==> config.mk <==
export PLATFORM = sky130hd
export DESIGN_NAME = scl_timing_gen
export DESIGN_NICKNAME = d
export VERILOG_FILES = /design/src/rtl/i2c_tg_pkg.sv /design/src/rtl/tg_div_latch.sv /design/src/rtl/tg_phase_counter.sv /design/src/rtl/tg_phase_marks.sv /design/src/rtl/scl_timing_gen.sv
export SDC_FILE = /design/constraint.sdc
export NUM_CORES = 1
export LEC_CHECK = 0
export BUFFER_PORTS_ARGS = -buffer_cell sky130_fd_sc_hd__buf_4
export CAP_MARGIN = 20
export CELL_PAD_IN_SITES_DETAIL_PLACEMENT = 1
export CELL_PAD_IN_SITES_GLOBAL_PLACEMENT = 2
export CORE_ASPECT_RATIO = 0.75
export CORE_MARGIN = 3
export CORE_UTILIZATION = 42
export CTS_CLUSTER_SIZE = 24
export DETAILED_ROUTE_END_ITERATION = 16
export PLACE_DENSITY_LB_ADDON = 0.1
export SYNTH_ARGS = -nofsm -noshare
export SYNTH_HDL_FRONTEND = slang
export SYNTH_SLANG_ARGS = --single-unit
==> constraint.sdc <==
create_clock -name clk -period 7.93 [get_ports clk]
set_input_delay 0.3965 -clock clk [delete_from_list [all_inputs] [get_ports clk]]
set_output_delay 0.3965 -clock clk [all_outputs]
set_load 0.05 [all_outputs]
==> src/rtl/i2c_tg_pkg.sv <==
package i2c_tg_pkg;
    typedef enum logic [1:0] {
        OP_START   = 2'd0,
        OP_RESTART = 2'd1,
        OP_BIT     = 2'd2,
        OP_STOP    = 2'd3
    } op_t;

    typedef enum logic [3:0] {
        S_IDLE,
        S_START_HOLD,
        S_PARK,
        S_BIT_LO,
        S_BIT_HI,
        S_RS_LO,
        S_RS_HI,
        S_STOP_LO,
        S_STOP_HI
    } tg_state_t;
endpackage

==> src/rtl/tg_div_latch.sv <==
module tg_div_latch #(
    parameter int W = 32
) (
    input  logic         clk,
    input  logic         rst_n,
    input  logic         load,
    input  logic [W-1:0] din,
    output logic [W-1:0] dout
);
    always_ff @(posedge clk or negedge rst_n) begin
        if (!rst_n)
            dout <= '0;
        else if (load)
            dout <= din;
    end
endmodule

==> src/rtl/tg_phase_counter.sv <==
module tg_phase_counter #(
    parameter int CW = 21
) (
    input  logic          clk,
    input  logic          rst_n,
    input  logic          clear,
    output logic [CW-1:0] cnt
);
    always_ff @(posedge clk or negedge rst_n) begin
        if (!rst_n)
            cnt <= '0;
        else if (clear)
            cnt <= '0;
        else
            cnt <= cnt + CW'(1);
    end
endmodule

==> src/rtl/tg_phase_marks.sv <==
module tg_phase_marks #(
    parameter int DIVW = 16,
    parameter int CW   = DIVW + 5
) (
    input  logic [DIVW-1:0] div_lo,
    input  logic [DIVW-1:0] div_hi,
    input  logic [CW-1:0]   cnt,
    output logic            lo_half,
    output logic            lo_end,
    output logic            hi_half,
    output logic            hi_78,
    output logic            hi_end,
    output logic            hi2_end
);
    localparam int PADW = CW - DIVW;

    logic [CW-1:0] lo_unit;
    logic [CW-1:0] hi_unit;

    always_comb begin
        // one unit = divisor + 1; phase lengths are multiples of the unit
        lo_unit = {{PADW{1'b0}}, div_lo} + CW'(1);
        hi_unit = {{PADW{1'b0}}, div_hi} + CW'(1);
        lo_half = (cnt == (lo_unit << 2) - CW'(1));
        lo_end  = (cnt == (lo_unit << 3) - CW'(1));
        hi_half = (cnt == (hi_unit << 2) - CW'(1));
        hi_78   = (cnt == (hi_unit * CW'(7)) - CW'(1));
        hi_end  = (cnt == (hi_unit << 3) - CW'(1));
        hi2_end = (cnt == (hi_unit << 4) - CW'(1));
    end
endmodule

==> src/rtl/scl_timing_gen.sv <==
module scl_timing_gen
    import i2c_tg_pkg::*;
#(
    parameter int DIVW = 16
) (
    input  logic              clk,
    input  logic              rst_n,
    input  logic [2*DIVW-1:0] div_cfg,
    input  logic              cmd_valid,
    input  logic [1:0]        cmd_op,
    input  logic              cmd_bit,
    input  logic              sda_i,
    output logic              cmd_ready,
    output logic              done,
    output logic              rx_bit,
    output logic              scl_o,
    output logic              sda_o
);
    localparam int CW = DIVW + 5;

    tg_state_t       state_q, state_d;
    logic [2*DIVW-1:0] div_q;
    logic [CW-1:0]   cnt;
    logic            phase_clr;
    logic            lo_half, lo_end, hi_half, hi_78, hi_end, hi2_end;
    logic            in_idle, in_park, legal, accept;
    logic            sda_q, tx_q, rx_q, done_q;

    assign in_idle = (state_q == S_IDLE);
    assign in_park = (state_q == S_PARK);
    assign legal   = (in_idle && cmd_op == OP_START) || (in_park && cmd_op != OP_START);
    assign accept  = cmd_valid && legal;

    tg_div_latch #(.W(2*DIVW)) u_div (
        .clk  (clk),
        .rst_n(rst_n),
        .load (in_idle),
        .din  (div_cfg),
        .dout (div_q)
    );

    tg_phase_counter #(.CW(CW)) u_cnt (
        .clk  (clk),
        .rst_n(rst_n),
        .clear(phase_clr),
        .cnt  (cnt)
    );

    tg_phase_marks #(.DIVW(DIVW), .CW(CW)) u_marks (
        .div_lo (div_q[DIVW-1:0]),
        .div_hi (div_q[2*DIVW-1:DIVW]),
        .cnt    (cnt),
        .lo_half(lo_half),
        .lo_end (lo_end),
        .hi_half(hi_half),
        .hi_78  (hi_78),
        .hi_end (hi_end),
        .hi2_end(hi2_end)
    );

    // next-state logic
    always_comb begin
        state_d = state_q;
        unique case (state_q)
            S_IDLE:       if (accept) state_d = S_START_HOLD;
            S_START_HOLD: if (hi_end) state_d = S_PARK;
            S_PARK: begin
                if (accept) begin
                    unique case (op_t'(cmd_op))
                        OP_BIT:     state_d = S_BIT_LO;
                        OP_RESTART: state_d = S_RS_LO;
                        OP_STOP:    state_d = S_STOP_LO;
                        OP_START:   state_d = S_PARK;
                    endcase
                end
            end
            S_BIT_LO:  if (lo_end)  state_d = S_BIT_HI;
            S_BIT_HI:  if (hi_end)  state_d = S_PARK;
            S_RS_LO:   if (lo_end)  state_d = S_RS_HI;
            S_RS_HI:   if (hi2_end) state_d = S_PARK;
            S_STOP_LO: if (lo_end)  state_d = S_STOP_HI;
            S_STOP_HI: if (hi_end)  state_d = S_IDLE;
            default:   state_d = S_IDLE;
        endcase
        phase_clr = (state_d != state_q) || in_idle || in_park;
    end

    // state register
    always_ff @(posedge clk or negedge rst_n) begin
        if (!rst_n)
            state_q <= S_IDLE;
        else
            state_q <= state_d;
    end

    // registered outputs: SDA edges, sampled bit, completion pulse
    always_ff @(posedge clk or negedge rst_n) begin
        if (!rst_n) begin
            sda_q  <= 1'b1;
            tx_q   <= 1'b1;
            rx_q   <= 1'b0;
            done_q <= 1'b0;
        end else begin
            done_q <= 1'b0;
            unique case (state_q)
                S_IDLE: begin
                    if (accept) sda_q <= 1'b0;
                end
                S_START_HOLD: begin
                    if (hi_end) done_q <= 1'b1;
                end
                S_PARK: begin
                    if (accept && cmd_op == OP_BIT) tx_q <= cmd_bit;
                end
                S_BIT_LO: begin
                    if (lo_half) sda_q <= tx_q;
                end
                S_BIT_HI: begin
                    if (hi_half) rx_q <= sda_i;
                    if (hi_end)  done_q <= 1'b1;
                end
                S_RS_LO: begin
                    if (lo_half) sda_q <= 1'b1;
                end
                S_RS_HI: begin
                    if (hi_78)   sda_q <= 1'b0;
                    if (hi2_end) done_q <= 1'b1;
                end
                S_STOP_LO: begin
                    if (lo_half) sda_q <= 1'b0;
                end
                S_STOP_HI: begin
                    if (hi_end) begin
                        sda_q  <= 1'b1;
                        done_q <= 1'b1;
                    end
                end
                default: sda_q <= 1'b1;
            endcase
        end
    end

    assign scl_o     = (state_q == S_IDLE) || (state_q == S_START_HOLD) ||
                       (state_q == S_BIT_HI) || (state_q == S_RS_HI) ||
                       (state_q == S_STOP_HI);
    assign sda_o     = sda_q;
    assign cmd_ready = in_idle || in_park;
    assign done      = done_q;
    assign rx_bit    = rx_q;
endmodule

==> load_flow_metrics.sql <==
INSERT INTO impl_metrics (metric_group, metric, value, unit) VALUES
('placement', 'globalplace.congestion', '0.902', ''),
('detailed_routing', 'drcViolationCount', '0', ''),
('timing', 'fin_setup_tns', '0', 'ns'),
('critical_path', 'worstSetupStartpointType', 'register', ''),
('timing', 'maxClockFrequency', '140', 'MHz'),
('synth', 'yosys_register_bits', '61', ''),
('synth', 'synth.area.top_cells', 'dfrtp_1 (18%), xnor2_1 (13%), xor2_1 (8.3%)', ''),
('floorplanning', 'initial_utilization', '43.2', '%'),
('floorplanning', 'die_h', '126', 'microns'),
('critical_path', 'crit_path_end_kind', 'register', ''),
('synth', 'synth_largest_type_area_fraction', '18.4', '%'),
('synth', 'synthesis.instances', '952', ''),
('clocking', 'post_cts.repair.setup_buffers', '0', ''),
('detailed_routing', 'routed_wire_length', '24500', 'microns'),
('timing', 'layout_worst_path_cycle_share', '89.8', '%'),
('final_layout', 'drive_above_1_share', '11.7', '%'),
('power_and_ir_drop', 'power.density_cell_area', '86.4', 'mW/mm^2'),
('floorplanning', 'io_pins', '44', ''),
('detailed_routing', 'first_iter_violations', '580', ''),
('global_routing', 'initial_antenna_violation_count', '0', ''),
('final_layout', 'design.final.nets', '1047', ''),
('synth', 'synth.cells.most_frequent', 'xnor2_1 (118), xor2_1 (76), nor2_1 (65), dfrtp_1 (59), inv_1 (58)', ''),
('floorplanning', 'rows', '43', ''),
('synth', 'cell_area_synth', '0.00804', 'sq mm'),
('synth', 'async_reset_ff_share', '100', '%'),
('timing', 'worst_pin_slew', '1.06', 'ns'),
('detailed_routing', 'detail_route.wl_per_cell', '20.5', 'microns'),
('placement', 'hpwl', '19300', 'microns'),
('clocking', 'ctsResizeCount', '0', ''),
('critical_path', 'worst_ep_required_time', '8.19', 'ns'),
('placement', 'placement.io_buffers', '43', ''),
('floorplanning', 'die-area', '0.0208', 'sq mm'),
('clocking', 'htreeDepth', '3', ''),
('timing', 'rsz0062_at_grt', 'false', ''),
('detailed_routing', 'detail_route.vias_per_cell', '5.80', ''),
('clocking', 'number_of_buffers_added_by_the_clock_tree_synthesis_step', '9', ''),
('global_routing', 'pin_count_of_the_biggest_net_entering_global_routing', '62', ''),
('clocking', 'cts_tree', 'done', ''),
('final_layout', 'fin_cells', '1192', ''),
('power_and_ir_drop', 'reported_leakage_power', '3.73', 'nW'),
('power_and_ir_drop', 'vdd.ir_drop.worst', '0.0785', 'mV'),
('synth', 'syn-mean-instance-area', '8.44', 'sq um'),
('global_routing', 'overall_routing_resource_usage', '23.5', '%'),
('timing', 'finalSetupViolCount', '0', ''),
('final_layout', 'area.growth.synth_to_final', '8.02', '%'),
('global_routing', 'via_count_of_the_first_global_routing_pass', '7005', ''),
('synth', 'yosys.cell_count.top_type', 'xnor2_1', ''),
('synth', 'synth-warning-count', '0', ''),
('status', 'outcome', 'complete, no violations', ''),
('detailed_routing', 'firstDrtPassIters', '5', ''),
('clocking', 'ctsRootBufferMaster', 'clkbuf_16', ''),
('critical_path', 'worst-endpoint-arrival', '7.38', 'ns'),
('timing', 'worst_clock_skew', '0.0102', 'ns'),
('clocking', 'clock_insertion_delay_at_the_later_pin_of_the_skew_report', '0.34', 'ns'),
('detailed_routing', 'drt.antenna.violating_nets', '0', ''),
('critical_path', 'critPathMaxFanout', '20', ''),
('flow_run', 'max_cap_viol_count', '0', ''),
('floorplanning', 'dieWidth', '166', 'microns'),
('synth', 'synthesis.nets', '1059', ''),
('critical_path', 'crit_type', 'register to register', ''),
('detailed_routing', 'vias', '6913', ''),
('synth', 'synth_edf_count', '0', ''),
('timing', 'max_slew_margin', '29.1', '%'),
('clocking', 'clock_transition_at_the_registers_of_the_reported_paths', '0.06', 'ns'),
('synth', 'synth_sequential_area_ratio', '19.0', '%'),
('global_routing', 'wire_length_of_the_first_global_routing_pass', '39900', 'microns'),
('timing', 'hold_viol', '0', ''),
('clocking', 'cts.sinks', '61', ''),
('synth', 'synthDominantAreaCellType', 'dfrtp_1', ''),
('final_layout', 'antenna_cells', '0', ''),
('floorplanning', 'core_area', '0.0186', 'sq mm'),
('worst_hold_path', 'hold_class', 'primary input to async pin', ''),
('timing', 'final_critical_period', '7.12', 'ns'),
('synth', 'ys_types', '76', ''),
('clocking', 'max-clock-path-buffers', '2', ''),
('timing', 'count_of_final_max_slew_check_failures', '0', ''),
('synth', 'synthFlopType', 'dfrtp_1', ''),
('global_routing', 'grt_overflow', '0', ''),
('clocking', 'postCtsHoldBufs', '0', ''),
('placement', 'placed_cells_incl_taps', '1176', '');
[where the power goes]
part	total, mW	switching [mW]	internal [mW]	leakage (nW)
clock network	0.414	0.163	0.251	0.140
registers	0.312	0.000117	0.312	0.776
logic	0.0241	0.0114	0.0126	2.81
[cells by family (layout without fill, tap and decap cells)]
| kind of cell | count (synthesis) | in the layout | share of synthesized area, % |
|---|---|---|---|
| simple gates | 313 | 313 | 21.0 |
| flops | 61 | 61 | 19.0 |
| compound gates | 141 | 141 | 12.2 |
| fa+ha+maj | 68 | 68 | 12.1 |
| xor+xnor | 204 | 204 | 23.9 |
| mux | 38 | 38 | 5.20 |
| buf+inv | 127 | 120 | 6.62 |
[cells in the final DEF (no fill, tap or decap), types with 5 or more instances in the layout]
master     synthesis  routed
nor2_1            65      65
xor2_1            76      76
nor4_1            20      19
o31ai_1           12      12
buf_4              3      45
nor2b_1            6       6
a21oi_1           23      23
mux2i_1            8       8
xnor3_1            7       7
nand2_1           49      49
or3_1              6       6
and3_1            21      21
o2111ai_1          7       7
nor3_1            29      29
a31oi_1           11      11
clkbuf_16          0       9
xnor2_1          118     118
inv_1             58      58
fa_1              16      16
o22ai_1            7       7
nand3_1           37      37
nand2b_1          11      11
nand4_1           22      22
o21ai_0           27      27
dfrtp_1           59      59
and2_1             6       6
a21boi_0           5       5
ha_1              52      52
mux2_2            30      30
or2_2              6       6
and4_1             6       6
[metrics by stage]
stage	worst slack, ns	total power [mW]	util (%)	hold WS, ns	area, sq um
3_3_place_gp	1.12	0.341	45.0	0.490	8380
3_5_place_dp	0.817	0.342	45.0	0.509	8380
6_report	0.811	0.750	46.6	0.166	8680
4_1_cts	0.764	0.759	46.6	0.212	8680
5_1_grt	0.438	0.774	46.6	0.234	8680
2_1_floorplan	2.66	0.319	-	0.101	8040
[path summary, 6_finish.rpt]
check	startpoint	to	slack (ns)	depth (start not counted)
setup / recovery	u_div.dout[16]$_DFFE_PN0P_	sda_o$_DFFE_PN1P_	0.81	19
hold / removal	rst_n	u_div.dout[26]$_DFFE_PN0P_	0.17	1
setup reg to reg	u_div.dout[16]$_DFFE_PN0P_	sda_o$_DFFE_PN1P_	0.81	19
hold reg to reg	u_cnt.cnt[0]$_DFF_PN0_	u_cnt.cnt[0]$_DFF_PN0_	0.51	1
max in group asynchronous	rst_n	u_div.dout[2]$_DFFE_PN0P_	7.18	1
min in group clk	div_cfg[16]	u_div.dout[16]$_DFFE_PN0P_	0.27	3
[state kept, by name, summed over array words and instances, names as in the netlist]
register    cells
state_q         4
sda_o           1
u_cnt.cnt      21
u_div.dout     32
rx_bit          1
tx_q            1
done            1
[layer usage]
| layer | vias up | share of wire [%] | global-route usage, % |
|---|---|---|---|
| met4 | 0 | 0.40 | 2.64 |
| met1 | 3479 | 53 | 36.8 |
| met5 | - | 0 | 0 |
| met3 | 9 | 3.7 | 3.26 |
| met2 | 132 | 43 | 35.5 |
| li1 | 3293 | - | - |
[final cells by class]
class,count,area [sq um]
inverters,59,221
repair buffers,45,338
clock inverters,6,62.6
multi-input cells,764,5980
clock buffers,10,239
well taps,247,309
fillers,2241,9930
flip-flops and latches,61,1530
[critical path: stages (launching register included)]
cell	delay, ns
dfrtp_1	0.74
ha_1	0.50
nand4_1	0.27
nor2_1	0.30
nand2_1	0.11
xor2_1	0.36
ha_1	0.31
inv_1	0.08
fa_1	0.42
ha_1	0.37
xnor2_1	0.36
o2111ai_1	0.16
or4b_1	0.57
a2111oi_0	0.62
nor4b_1	0.32
nand4_1	0.16
a2111oi_0	0.63
a211oi_1	0.19
nor3_2	0.22
mux2_2	0.35
Power figures use the tool's default switching activity.
